==> config.mk <==
export PLATFORM = sky130hd
export DESIGN_NAME = mcd_frac_clkdiv
export DESIGN_NICKNAME = d
export VERILOG_FILES = /design/src/rtl/mcd_pkg.sv /design/src/rtl/mcd_ratio_ctl.sv /design/src/rtl/mcd_phase_gen.sv /design/src/rtl/mcd_dual_edge.sv /design/src/rtl/mcd_frac_clkdiv.sv
export SDC_FILE = /design/constraint.sdc
export NUM_CORES = 1
export LEC_CHECK = 0
export ABC_AREA = 1
export BUFFER_PORTS_ARGS = -buffer_cell sky130_fd_sc_hd__buf_2
export CELL_PAD_IN_SITES_DETAIL_PLACEMENT = 1
export CELL_PAD_IN_SITES_GLOBAL_PLACEMENT = 1
export CORE_AREA = 2 2 65 67
export DETAILED_ROUTE_END_ITERATION = 10
export DIE_AREA = 0 0 67 69
export GPL_TIMING_DRIVEN = 1
export PLACE_DENSITY = 0.74
export SYNTH_ARGS = -nofsm -noshare
export SYNTH_HDL_FRONTEND = slang
export SYNTH_HIERARCHICAL = 1
export SYNTH_SLANG_ARGS = --single-unit
==> constraint.sdc <==
create_clock -name core_clk -period 2.6 [get_ports core_clk]
set_clock_uncertainty 0.1 [all_clocks]
set_input_delay 0.52 -clock core_clk [delete_from_list [all_inputs] [get_ports core_clk]]
set_output_delay 0.52 -clock core_clk [all_outputs]
set_load 0.01 [all_outputs]
==> src/rtl/mcd_pkg.sv <==
package mcd_pkg;

   // Half-cycle length of one output period for an applied code.
   function automatic int period_half(input int code, input int min_half);
      return code + min_half - 1;
   endfunction

   // Largest period in half-cycles for a code width.
   function automatic int period_half_max(input int code_w, input int min_half);
      return (1 << code_w) + min_half - 2;
   endfunction

endpackage

==> src/rtl/mcd_ratio_ctl.sv <==
module mcd_ratio_ctl #(
   parameter int CODE_W       = 3,
   parameter int DEFAULT_CODE = 3
) (
   input  logic              clk,
   input  logic              rst_n,
   input  logic              start_i,
   input  logic [CODE_W-1:0] code_i,
   input  logic              wrap_i,
   output logic              run_o,
   output logic [CODE_W-1:0] code_o
);

   localparam logic [CODE_W-1:0] RST_CODE = CODE_W'(DEFAULT_CODE);

   logic              start_q;
   logic              running;
   logic              pend_v;
   logic [CODE_W-1:0] pend_code;
   logic [CODE_W-1:0] cur_code;
   logic              arm;
   logic              code_nz;

   assign arm     = start_i & ~start_q;
   assign code_nz = |code_i;

   always_ff @(posedge clk or negedge rst_n) begin
      if (!rst_n) begin
         start_q   <= 1'b0;
         running   <= 1'b0;
         pend_v    <= 1'b0;
         pend_code <= RST_CODE;
         cur_code  <= RST_CODE;
      end else begin
         start_q <= start_i;
         if (!running) begin
            pend_v <= 1'b0;
            if (arm) begin
               running <= 1'b1;
               if (code_nz) cur_code <= code_i;
            end
         end else begin
            if (wrap_i && pend_v) cur_code <= pend_code;
            if (arm && code_nz) begin
               pend_code <= code_i;
               pend_v    <= 1'b1;
            end else if (wrap_i) begin
               pend_v <= 1'b0;
            end
         end
      end
   end

   assign run_o  = running;
   assign code_o = cur_code;


   ratio_hold_chk: assert property (@(posedge clk) disable iff (!rst_n)
      (running && !wrap_i) |=> $stable(cur_code));


   keep_running_chk: assert property (@(posedge clk) disable iff (!rst_n)
      running |=> running);


   never_zero_chk: assert property (@(posedge clk) disable iff (!rst_n)
      (arm && !code_nz && running) |=> (pend_code == $past(pend_code)));

endmodule

==> src/rtl/mcd_phase_gen.sv <==
module mcd_phase_gen #(
   parameter int CODE_W   = 3,
   parameter int MIN_HALF = 4
) (
   input  logic              clk,
   input  logic              rst_n,
   input  logic              run_i,
   input  logic [CODE_W-1:0] code_i,
   output logic              wrap_o,
   output logic              lvl_a_o,
   output logic              lvl_b_o,
   output logic              rise_o
);
   import mcd_pkg::*;

   localparam int P_MAX = period_half_max(CODE_W, MIN_HALF);
   localparam int CNT_W = $clog2(2 * P_MAX + 1);

   logic [CNT_W-1:0] pos_q;
   logic [CNT_W-1:0] plen;
   logic [CNT_W-1:0] pair_len;
   logic [CNT_W-1:0] hi_len;
   logic [CNT_W-1:0] h0, h1;
   logic [CNT_W-1:0] in0, in1;
   logic [CNT_W-1:0] pos_nx;

   always_comb begin
      plen     = CNT_W'(code_i) + CNT_W'(MIN_HALF - 1);
      pair_len = plen << 1;
      hi_len   = (plen + CNT_W'(1)) >> 1;
      h0       = pos_q;
      h1       = pos_q + CNT_W'(1);
      in0      = (h0 >= plen) ? (h0 - plen) : h0;
      in1      = (h1 >= plen) ? (h1 - plen) : h1;
      pos_nx   = pos_q + CNT_W'(2);
      wrap_o   = run_i && (pos_nx >= pair_len);
      lvl_a_o  = run_i && (in0 < hi_len);
      lvl_b_o  = run_i && (in1 < hi_len);
      rise_o   = run_i && ((in0 == '0) || (in1 == '0));
   end

   always_ff @(posedge clk or negedge rst_n) begin
      if (!rst_n)       pos_q <= '0;
      else if (!run_i)  pos_q <= '0;
      else if (wrap_o)  pos_q <= '0;
      else              pos_q <= pos_nx;
   end


   pos_range_chk: assert property (@(posedge clk) disable iff (!rst_n)
      (!pos_q[0]) && (pos_q < pair_len));


   pair_restart_chk: assert property (@(posedge clk) disable iff (!rst_n)
      wrap_o |=> (pos_q == '0));

endmodule

==> src/rtl/mcd_dual_edge.sv <==
module mcd_dual_edge #(
   parameter bit STROBE_EN = 1'b1
) (
   input  logic clk,
   input  logic rst_n,
   input  logic lvl_a_i,
   input  logic lvl_b_i,
   input  logic rise_i,
   output logic clk_o,
   output logic stb_o
);

   logic p_q;
   logic n_q;
   logic b_q;

   always_ff @(posedge clk or negedge rst_n) begin
      if (!rst_n) begin
         p_q <= 1'b0;
         b_q <= 1'b0;
      end else begin
         p_q <= lvl_a_i ^ n_q;
         b_q <= lvl_b_i;
      end
   end

   always_ff @(negedge clk or negedge rst_n) begin
      if (!rst_n) n_q <= 1'b0;
      else        n_q <= b_q ^ p_q;
   end

   assign clk_o = p_q ^ n_q;

   generate
      if (STROBE_EN) begin : g_stb
         logic stb_q;
         always_ff @(posedge clk or negedge rst_n) begin
            if (!rst_n) stb_q <= 1'b0;
            else        stb_q <= rise_i;
         end
         assign stb_o = stb_q;
      end else begin : g_nostb
         assign stb_o = 1'b0;
      end
   endgenerate


   second_half_chk: assert property (@(posedge clk) disable iff (!rst_n)
      1'b1 |=> (clk_o == $past(lvl_b_i)));

endmodule

==> src/rtl/mcd_frac_clkdiv.sv <==
module mcd_frac_clkdiv #(
   parameter int CODE_W       = 3,
   parameter int MIN_HALF     = 4,
   parameter int DEFAULT_CODE = 3,
   parameter bit STROBE_EN    = 1'b1
) (
   input  logic              core_clk,
   input  logic              rst_n,
   input  logic              start_bit,
   input  logic [CODE_W-1:0] ratio_code,
   output logic              mem_clk,
   output logic              mem_clk_rise
);

   generate
      if (CODE_W < 1 || CODE_W > 6) begin : g_bad_w
         $error("CODE_W out of range");
      end
      if (MIN_HALF < 4) begin : g_bad_min
         $error("MIN_HALF must be at least 4");
      end
      if (DEFAULT_CODE < 1 || DEFAULT_CODE >= (1 << CODE_W)) begin : g_bad_def
         $error("DEFAULT_CODE must be a nonzero code");
      end
   endgenerate

   logic              running;
   logic              wrap;
   logic              lvl_a, lvl_b, rise;
   logic [CODE_W-1:0] cur_code;

   mcd_ratio_ctl #(.CODE_W(CODE_W), .DEFAULT_CODE(DEFAULT_CODE)) u_ctl (
      .clk(core_clk), .rst_n(rst_n), .start_i(start_bit), .code_i(ratio_code),
      .wrap_i(wrap), .run_o(running), .code_o(cur_code)
   );

   mcd_phase_gen #(.CODE_W(CODE_W), .MIN_HALF(MIN_HALF)) u_phase (
      .clk(core_clk), .rst_n(rst_n), .run_i(running), .code_i(cur_code),
      .wrap_o(wrap), .lvl_a_o(lvl_a), .lvl_b_o(lvl_b), .rise_o(rise)
   );

   mcd_dual_edge #(.STROBE_EN(STROBE_EN)) u_out (
      .clk(core_clk), .rst_n(rst_n), .lvl_a_i(lvl_a), .lvl_b_i(lvl_b),
      .rise_i(rise), .clk_o(mem_clk), .stb_o(mem_clk_rise)
   );


   stopped_low_chk: assert property (@(posedge core_clk) disable iff (!rst_n)
      !running |=> !mem_clk);


   strobe_running_chk: assert property (@(posedge core_clk) disable iff (!rst_n)
      mem_clk_rise |-> running);

endmodule

======== Yosys cells after proc, flatten, opt, wreduce, memory -nomap -nowiden ========
Cells that the tools add are included.
word-level totals
  word-level logic and storage cells ...... 55
  memories kept ........................... 0
  output and inout bits ................... 2
  bits in latches ......................... 0
  memory bits (writable) .................. 0
  register bits after elaboration ......... 18
  ROM bits ................................ 0
  input bits .............................. 6
cells by class
  shifts and indexed selects .............. 0
  div/mod/pow operators ................... 0
  add/subtract/negate cells ............... 6
  $lt $le $gt $ge ......................... 5
  bitwise gates (word level) .............. 5
  reduce and logical (&&, ||, !) cells .... 14
  mux-type cells .......................... 13
  multipliers ............................. 0
  equal/unequal tests ..................... 2
operators by type and width
  operator               count
  $mux W5                4
  $ge A5 B5 Y1           3
  $mux W3                4
  $add A5 B1 Y5 const B  2
  $logic_not A5 Y1       2
  $lt A5 B4 Y1           2
  $sub A5 B5 Y5          2
  $logic_and A1 B1 Y1    6
  $add A5 B2 Y5 const B  1
  $mux W1                5
  $add A3 B2 Y4 const B  1
  $reduce_bool A2 Y1     2
  $ne A3 B2 Y1 const B   1
  $reduce_and A3 Y1      1
  $reduce_or A3 Y1       1
  $xor A1 B1 Y1          3
  $ne A2 B2 Y1 const B   1
  $reduce_and A2 Y1      1
  $and A1 B1 Y1          1
  $logic_or A1 B1 Y1     1
  $not A1 Y1             1

======== Longest topological paths before layout ========
Gate-level depths: netlist (run 1).
  depth after elaboration ................. 6
  mapped depth ............................ 21
  gate-level depth less buffers ........... 21

======== Hierarchy ========
The synthesis (run 1) kept the hierarchy.
by module, submodules not included
  module         instances  sequential area each (µm²)  cells each  area each (µm²)
  mcd_phase_gen  1          100.1                       155         964.7
  mcd_ratio_ctl  1          230.2                       50          417.9
  mcd_dual_edge  1          100.1                       17          148.9

==> results of run 1 <==
-- cell type report --
cell class,instances,share of cell area
timing repair buffer,38,0.1251
inverter,37,0.06632
clock buffer,3,0.01903
tap,50,0.02884
sequential,17,0.1990
clock inverter,1,0.002307
multi-input combinational,166,0.5594
-- worst max path at each step --
stage                                      from             endpoint  slack (ps)  cells after the start
finish                      u_out/n_q$_DFF_NN0_              mem_clk        -290                      4
global route                u_out/n_q$_DFF_NN0_              mem_clk        -360                      4
CTS                         u_out/n_q$_DFF_NN0_              mem_clk        -310                      4
detailed placement  u_ctl/code_o[1]$_DFFE_PN1P_  u_out/p_q$_DFF_PN0_        -160                     18
global placement    u_ctl/code_o[1]$_DFFE_PN1P_  u_out/p_q$_DFF_PN0_         -70                     18
floorplan           u_ctl/code_o[0]$_DFFE_PN1P_  u_out/p_q$_DFF_PN0_         -40                     17
-- routing by layer --
layer	up-vias	GRT usage	part of all wire
met5	-	0	0
met3	6	0.03426	0.028
met2	17	0.3817	0.54
met4	0	0.04989	0.012
met1	725	0.2538	0.42
li1	775	-	-
-- cells by family after synthesis --
group                    count (synthesis)  synth area share
AND/OR/NAND/NOR                        120            0.3513
buffers and inverters                   39           0.09559
AO/OA/AOI/OAI                           20           0.07271
adder cells (fa/ha/maj)                 18            0.1569
flip-flops                              17            0.2810
XOR/XNOR                                 7           0.04003
other                                    1          0.002449
-- synth_stat cells --
cell and n:
nand2_1 77, inv_1 31, ha_1 16, nor2_1 16, dfrtp_1 12, nand3_1 10
a21oi_1 7, inv_2 6, nand3_2 6, nand4_1 6, o21ai_0 6, xor2_1 6
dfstp_2 4, nand2_2 3, a31oi_1 2, clkbuf_1 2, fa_1 2, nand2_4 2
o21ai_1 2, a21oi_2 1, conb_1 1, dfrtn_1 1, o211ai_1 1, o21bai_1 1
xnor2_1 1
-- stage by stage --
| step | instance area (um2) | util | hold WS, ps |
|---|---|---|---|
| 2_1_floorplan | 1567 | - | 124.4 |
| 5_1_grt | 2170 | 0.5543 | 155.8 |
| 4_1_cts | 1993 | 0.5093 | 136.0 |
| 3_5_place_dp | 1852 | 0.4731 | 367.7 |
| 3_3_place_gp | 1852 | 0.4731 | 356.7 |
| 6_report | 2170 | 0.5543 | 141.8 |
-- worst max-delay path: stages, from the launching register on --
cell     delay, ps
dfrtn_1        430
inv_1           60
nand2_1         50
nand2_1         50
buf_2          130
-- timing repair --
item	CTS	global route
setup buffers	3	2
endpoints found under the setup margin	4	5
pin swaps	18	20
resized for setup	20	34
==> impl_metrics.csv, run 1 <==
group,metric,value,unit
sta,rsz0062_at_grt,"yes",
route,routedWlPerCell,14.89,um
clock_tree,clock_sinks,17,
outcome,outcome,"finished, violations left",
logic_synthesis,yosysTopAreaCell,"dfrtp_1",
final_layout,nets,287,
global_routing,grt_pass1_wl,7596,um
sta,layout_setup_ws,-292.4,ps
worst_setup_path,crit_required,1980,ps
placed_design,place.gp.congestion,0.8207,
final_layout,regArea,431.7,um2
placed_design,portBuffers,7,
route,ant_nets,0,
global_routing,grt_start_max_net_pins,17,
outcome,violations,"negative setup slack",
logic_synthesis,synth_area_leaders,"dfrtp_1 (20%), nand2_1 (19%), ha_1 (13%), inv_1 (7.6%), dfstp_2 (6.9%)",
final_layout,layout-drive-gt1-share,0.4198,
route,drc,0,
worst_setup_path,worst_setup_path_start_kind,"flop",
global_routing,antenna_found_initial,0,
route,viasPerCell,4.881,
clock_tree,cts_buffers,3,
final_layout,syn2layout_area_growth,41.67,%
logic_synthesis,synth_nets,246,
final_layout,layout_common_cells,"nand2_1 (63), buf_4 (30), inv_1 (25)",
worst_setup_path,reg2reg_from,"u_ctl/code_o[0]$_DFFE_PN1P_",
global_routing,grt.total_usage,0.2113,
worst_setup_path,reg2reg_depth,18,
clock_tree,clockBufferDepth,2,
worst_setup_path,crit_fanout,3,
logic_synthesis,synthCells,222,
logic_synthesis,synth_cell_type_count,25,
logic_synthesis,seq_area_frac_synth,0.2810,
logic_synthesis,syn_area,1531,um2
clock_tree,root_buffer,"clkbuf_8",
sta,setup-violations-final,3,
floorplanning,io-pin-count,8,
worst_setup_path,criticalPathCategory,"reg2out",
floorplanning,coreArea,3914,um2
clock_tree,cts_tree,"done",
logic_synthesis,yosys_warnings,6,
global_routing,grt_pass1_vias,1690,
flow_run,max-cap-violations,0,
route,drt_iter0_drc,38,
logic_synthesis,yosys_register_bits,17,
placed_design,hpwl,3408,um
final_layout,final_common_cell,"nand2_1",
floorplanning,initial_utilization,0.3913,
floorplanning,die_width,67,um
floorplanning,die_area,4623,um2
final_layout,fin_cells,312,
clock_tree,insertion_delay,260,ps
sta,final-hold-violation-count,0,
logic_synthesis,synth.top_cell.area_share,0.1961,
final_layout,multiInputGateArea,1214,um2
worst_setup_path,end_kind,"primary output",
final_layout,largest_reg_flops,4,
floorplanning,die_y,69,um
route,num_vias,1523,
clock_tree,cts_hold_buf,0,
route,wl,4647,um
worst_setup_path,cp.arrival,2270,ps
final_layout,antenna_cells,0,
sta,finalMaxSlewViolations,0,
clock_tree,cts_max_level,1,
worst_setup_path,r2r-end,"u_out/p_q$_DFF_PN0_",
global_routing,gr-total-overflow,0,
sta,finalSetupTns,-379.4,ps
route,drt_pass1_iterations,4,
min_path,hold_class,"in2async",
placed_design,place_inst,303,
placed_design,dpl_worst_slack,-159.3,ps
worst_setup_path,rrSetupSlack,-60,ps
clock_tree,path_clk_slew,70,ps
final_layout,fillers,503,
floorplanning,placementRows,23,
logic_synthesis,syn_area_per_cell,6.899,um2
Power of run 1 is left out: the tool's default activity adds up to more than one toggle a clock period on the data nets, which glitch-free logic cannot reach.
==> run 2: changes to the inputs <==
--- a/config.mk
+++ b/config.mk
@@ -5,15 +5,14 @@
 export SDC_FILE = /design/constraint.sdc
 export NUM_CORES = 1
 export LEC_CHECK = 0
-export ABC_AREA = 1
 export BUFFER_PORTS_ARGS = -buffer_cell sky130_fd_sc_hd__buf_2
 export CELL_PAD_IN_SITES_DETAIL_PLACEMENT = 1
 export CELL_PAD_IN_SITES_GLOBAL_PLACEMENT = 1
-export CORE_AREA = 2 2 65 67
+export CORE_AREA = 2 2 61 63
 export DETAILED_ROUTE_END_ITERATION = 10
-export DIE_AREA = 0 0 67 69
+export DIE_AREA = 0 0 63 65
 export GPL_TIMING_DRIVEN = 1
-export PLACE_DENSITY = 0.74
+export PLACE_DENSITY_LB_ADDON = 0.1
 export SYNTH_ARGS = -nofsm -noshare
 export SYNTH_HDL_FRONTEND = slang
 export SYNTH_HIERARCHICAL = 1
==> constraint.sdc (replaced) <==
create_clock -name core_clk -period 3 [get_ports core_clk]
set_clock_uncertainty 0.1 [all_clocks]
set_input_delay 0.6 -clock core_clk [delete_from_list [all_inputs] [get_ports core_clk]]
set_output_delay 0.6 -clock core_clk [all_outputs]
set_load 0.01 [all_outputs]
==> impl_metrics.csv, run 2 <==
group,metric,value,unit
route,viasPerCell,5.549,
clock_tree,clock_sinks,17,
sta,fin_crit_sh,1.097,
route,wl,5266,um
clock_tree,cts_tree,"done",
logic_synthesis,synth_cell_type_count,55,
global_routing,grt_pass1_wl,8190,um
clock_tree,insertion_delay,290,ps
floorplanning,die_area,4095,um2
logic_synthesis,netlist_top_cells_count,"ha_1 (16), dfrtp_1 (12), inv_1 (10)",
clock_tree,cts_max_level,1,
logic_synthesis,yosys_warnings,6,
final_layout,layout_common_cells,"buf_4 (44), dfrtp_1 (12), nor2_1 (9)",
logic_synthesis,synth.most_common_cell,"ha_1",
logic_synthesis,syn_area,1592,um2
worst_setup_path,crit_required,3130,ps
placed_design,place.gp.congestion,0.8094,
route,num_vias,1404,
outcome,outcome,"finished, violations left",
placed_design,place_area,1971,um2
worst_setup_path,end_kind,"flop",
final_layout,syn2layout_area_growth,39.70,%
worst_setup_path,reg2reg_from,"u_ctl/code_o[0]$_DFFE_PN1P_",
flow_run,max-cap-violations,0,
sta,setup-violations-final,4,
global_routing,antenna_found_initial,1,
floorplanning,die_y,65,um
clock_tree,cts_buffers,3,
floorplanning,placementRows,22,
global_routing,grt.total_usage,0.2637,
sta,rsz0062_at_grt,"yes",
logic_synthesis,synth_nets,178,
final_layout,nets,229,
final_layout,fin_cells,253,
logic_synthesis,yosys_register_bits,17,
logic_synthesis,synth_area_leaders,"dfrtp_1 (19%), ha_1 (13%), dfstp_2 (6.6%), mux2_1 (4.2%), a21oi_1 (2.8%)",
route,drt_pass1_iterations,4,
final_layout,utilization,0.6360,
worst_setup_path,cp.arrival,3420,ps
sta,hold_slack,165.6,ps
floorplanning,die_width,63,um
worst_setup_path,rrSetupSlack,-290,ps
sta,final-hold-violation-count,0,
floorplanning,coreArea,3496,um2
final_layout,multiInputGateArea,1254,um2
logic_synthesis,seq_area_frac_synth,0.2704,
worst_setup_path,startpoint,"u_ctl/code_o[0]$_DFFE_PN1P_",
route,ant_nets,0,
clock_tree,cts_hold_buf,0,
clock_tree,root_buffer,"clkbuf_4",
global_routing,grt_pass1_vias,1585,
final_layout,fillers,400,
sta,finalMaxSlewViolations,0,
route,drt_iter0_drc,52,
floorplanning,io-pin-count,8,
logic_synthesis,synthCells,154,
route,drc,0,
sta,fmax,303.9,MHz
placed_design,place_inst,234,
floorplanning,initial_utilization,0.4553,
worst_setup_path,worst_setup_path_start_kind,"flop",
global_routing,gr-total-overflow,0,
final_layout,final_cell_area,2223,um2
outcome,violations,"negative setup slack",
placed_design,portBuffers,7,
clock_tree,clockBufferDepth,2,
logic_synthesis,synth.top_cell.area_share,0.1887,
final_layout,final_common_cell,"buf_4",
worst_setup_path,crit_fanout,4,
sta,fin_crit,3291,ps
clock_tree,path_clk_slew,110,ps
final_layout,largest_reg_flops,4,
logic_synthesis,synth-edff-count,0,
worst_setup_path,reg2reg_depth,14,
final_layout,layout-drive-gt1-share,0.5196,
final_layout,regArea,430.4,um2
logic_synthesis,syn_area_per_cell,10.33,um2
worst_setup_path,r2r-end,"u_out/p_q$_DFF_PN0_",
logic_synthesis,async_flop_share,1.000,
logic_synthesis,ys.flop_type,"dfrtp_1",
placed_design,hpwl,3593,um
route,routedWlPerCell,20.81,um
worst_setup_path,criticalPathCategory,"reg2reg",
global_routing,grt_start_max_net_pins,17,
logic_synthesis,yosysTopAreaCell,"dfrtp_1",
min_path,hold_class,"in2async",
sta,layout_setup_ws,-290.9,ps
-- run 2: cell families after synthesis --
group | synth area share
adder cells (fa/ha/maj) | 0.1572
XOR/XNOR | 0.05974
other | 0.002356
flip-flops | 0.2704
buffers and inverters | 0.06132
AND/OR/NAND/NOR | 0.1344
multiplexers | 0.09748
AO/OA/AOI/OAI | 0.2170
-- run 2: layout make-up --
class                           count  area share
Antenna cell                        1    0.001125
Sequential cell                    17      0.1936
Inverter                           10     0.01913
Tap cell                           48     0.02701
Clock buffer                        4     0.01182
Multi-Input combinational cell    119      0.5639
Timing Repair Buffer               54      0.1835
-- run 2: worst max-delay path, stage by stage (launching register included) --
cell and delay (ps):
dfstp_2 590, inv_6 40, ha_4 280, ha_4 220
ha_4 180, a2111oi_4 200, o21ai_2 130, a311oi_2 250
a31oi_2 70, ha_1 320, a21o_1 210, a211oi_2 180
o21ai_1 110, a41oi_2 190, xor2_1 160
-- run 2: stage by stage --
stage	setup WS (ps)	setup TNS, ps
global route	-413.7	-1241
global placement	-215.8	-302.3
CTS	-267.3	-657.8
finish	-290.9	-892.3
detailed placement	-374.8	-486.5
floorplan	-291.3	-291.3
-- run 2: what timing repair did --
action                     CTS  global route
setup buffers               10             4
resized for setup           14            13
pin swaps                   10            13
setup endpoints to repair    3             4
-- run 2: worst max-delay path by stage --
stage,depth (start not counted),endpoint,slack (ps)
floorplan,15,u_out/p_q$_DFF_PN0_,-290
global placement,14,u_out/p_q$_DFF_PN0_,-220
detailed placement,14,u_out/p_q$_DFF_PN0_,-370
CTS,14,u_out/p_q$_DFF_PN0_,-270
global route,14,u_out/p_q$_DFF_PN0_,-410
finish,14,u_out/p_q$_DFF_PN0_,-290
-- run 2: layer usage --
layer,global-route usage,wire [um]
met5,0,0
met4,0.08056,89
met2,0.4960,2823
met3,0.01910,95
met1,0.3198,2258
Power of run 2 is left out for the same reason.
==> run 3: changes to the inputs <==
--- a/config.mk
+++ b/config.mk
@@ -12,6 +12,7 @@
 export DETAILED_ROUTE_END_ITERATION = 10
 export DIE_AREA = 0 0 63 65
 export GPL_TIMING_DRIVEN = 1
+export MAX_ROUTING_LAYER = met4
 export PLACE_DENSITY_LB_ADDON = 0.1
 export SYNTH_ARGS = -nofsm -noshare
 export SYNTH_HDL_FRONTEND = slang
==> impl_metrics.csv, run 3 (synthesis gave the netlist of run 2 again) <==
group,metric,value,unit
sta,final-hold-violation-count,0,
route,viasPerCell,5.538,
sta,fin_crit,3299,ps
clock_tree,cts_buffers,3,
final_layout,layout_common_cells,"buf_4 (43), dfrtp_1 (12), nor2_1 (9)",
floorplanning,die_width,63,um
route,ant_nets,0,
route,drt_pass1_iterations,4,
floorplanning,initial_utilization,0.4553,
clock_tree,clockBufferDepth,2,
worst_setup_path,crit_required,3120,ps
worst_setup_path,crit_fanout,4,
floorplanning,die_area,4095,um2
clock_tree,cts_tree,"done",
final_layout,layout-drive-gt1-share,0.4975,
worst_setup_path,cp_cell_sequence,"inv_6 > ha_4 > ha_4 > ha_4 > a2111oi_4 > o21ai_2 > a311oi_1 > a31oi_1 > ha_1 > a21o_1 > a211oi_2 > o21ai_1 > a41oi_2 > xor2_1",
clock_tree,path_clk_slew,100,ps
clock_tree,cts_max_level,1,
placed_design,portBuffers,7,
floorplanning,die_y,65,um
sta,finalMaxSlewViolations,0,
final_layout,largest_reg_flops,4,
global_routing,grt_start_max_net_pins,17,
clock_tree,insertion_delay,290,ps
route,wl,5068,um
global_routing,grt_pass1_vias,1581,
sta,rsz0062_at_grt,"yes",
sta,setup-violations-final,4,
final_layout,antenna_cells,0,
flow_run,max-cap-violations,0,
final_layout,syn2layout_area_growth,37.66,%
worst_setup_path,cp.arrival,3420,ps
outcome,outcome,"finished, violations left",
clock_tree,root_buffer,"clkbuf_4",
floorplanning,placementRows,22,
floorplanning,coreArea,3496,um2
global_routing,antenna_found_initial,0,
final_layout,final_common_cell,"buf_4",
sta,fmax,303.1,MHz
placed_design,place_area,1971,um2
route,drt_iter0_drc,37,
worst_setup_path,critPathMostFrequentCell,"ha_4",
placed_design,place.gp.congestion,0.8213,
worst_setup_path,end_kind,"flop",
final_layout,final_cell_area,2191,um2
worst_setup_path,criticalPathCategory,"reg2reg",
worst_setup_path,worst_setup_path_start_kind,"flop",
sta,fin_crit_sh,1.100,
global_routing,grt_pass1_wl,8169,um
global_routing,gr-total-overflow,0,
final_layout,nets,228,
worst_setup_path,crit_path_top_delay_cell,"dfstp_2",
outcome,violations,"negative setup slack",
global_routing,grt.total_usage,0.2699,
worst_setup_path,max_stage_delay,580,ps
min_path,hold_class,"in2async",
clock_tree,cts_hold_buf,0,
placed_design,hpwl,3593,um
floorplanning,io-pin-count,8,
clock_tree,clock_sinks,17,
sta,finalSetupTns,-750.9,ps
sta,layout_setup_ws,-298.7,ps
route,num_vias,1390,
route,drc,0,
route,routedWlPerCell,20.19,um
-- run 3: cell types whose count changed in the layout (fill, tap and decap cells not counted) --
cell      delta
a31oi_2      -1
a311oi_1     +1
buf_4        -1
diode_2      -1
a211oi_1     +1
a211oi_2     -1
fa_2         -1
a31oi_1      +1
fa_1         +1
a311oi_2     -1
or2_4        -1
or2_2        +1
-- run 3: timing repair --
action                                  CTS  global route
pin swaps                                10            13
setup buffers                            10             3
resized for setup                        14             8
endpoints found under the setup margin    3             4
-- run 3: path summary, 6_finish.rpt --
check	startpoint	endpoint	slack, ps	cells past startpoint
max	u_ctl/code_o[0]$_DFFE_PN1P_	u_out/p_q$_DFF_PN0_	-300	14
min	rst_n	u_phase/h0[1]$_DFF_PN0_	170	2
max reg2reg	u_ctl/code_o[0]$_DFFE_PN1P_	u_out/p_q$_DFF_PN0_	-300	14
min reg2reg	u_ctl/pend_code[2]$_DFFE_PN0P_	u_ctl/pend_code[2]$_DFFE_PN0P_	400	1
max in group asynchronous	rst_n	u_out/n_q$_DFF_NN0_	1300	1
min in group core_clk	start_bit	u_ctl/start_q$_DFF_PN0_	360	1
-- run 3: layer usage --
metal | wire length (um) | up-vias | track usage | part of all wire
met4 | 78 | 0 | 0.08056 | 0.015
li1 | - | 658 | - | -
met5 | 0 | - | - | 0
met1 | 2146 | 706 | 0.3176 | 0.42
met3 | 94 | 8 | 0.01910 | 0.019
met2 | 2749 | 18 | 0.4947 | 0.54
-- run 3: critical path: cells and delay by family (launching register included) --
family	cells	cell delay, ps
buf+inv	1	40
flops	1	580
xor+xnor	1	160
compound gates	8	1360
fa+ha+maj	4	980
-- run 3: cell type report --
class                      instances  area [um2]
timing repair buffer              53       400.4
sequential                        17       430.4
tap                               48       60.06
clock buffer                       4       26.28
fill                             409        1305
inverter                          10       42.54
multi-input combinational        119        1231
-- run 3: stage by stage --
step	hold slack (ps)	worst slack (ps)	util	cells
detailed placement	374.4	-374.8	0.5637	234
finish	174.2	-298.7	0.6267	251
global route	179.3	-439.1	0.6267	251
global placement	367.2	-215.8	0.5637	234
CTS	163.2	-267.3	0.6095	248
floorplan	204.4	-291.3	-	154
Power of run 3 is left out for the same reason.
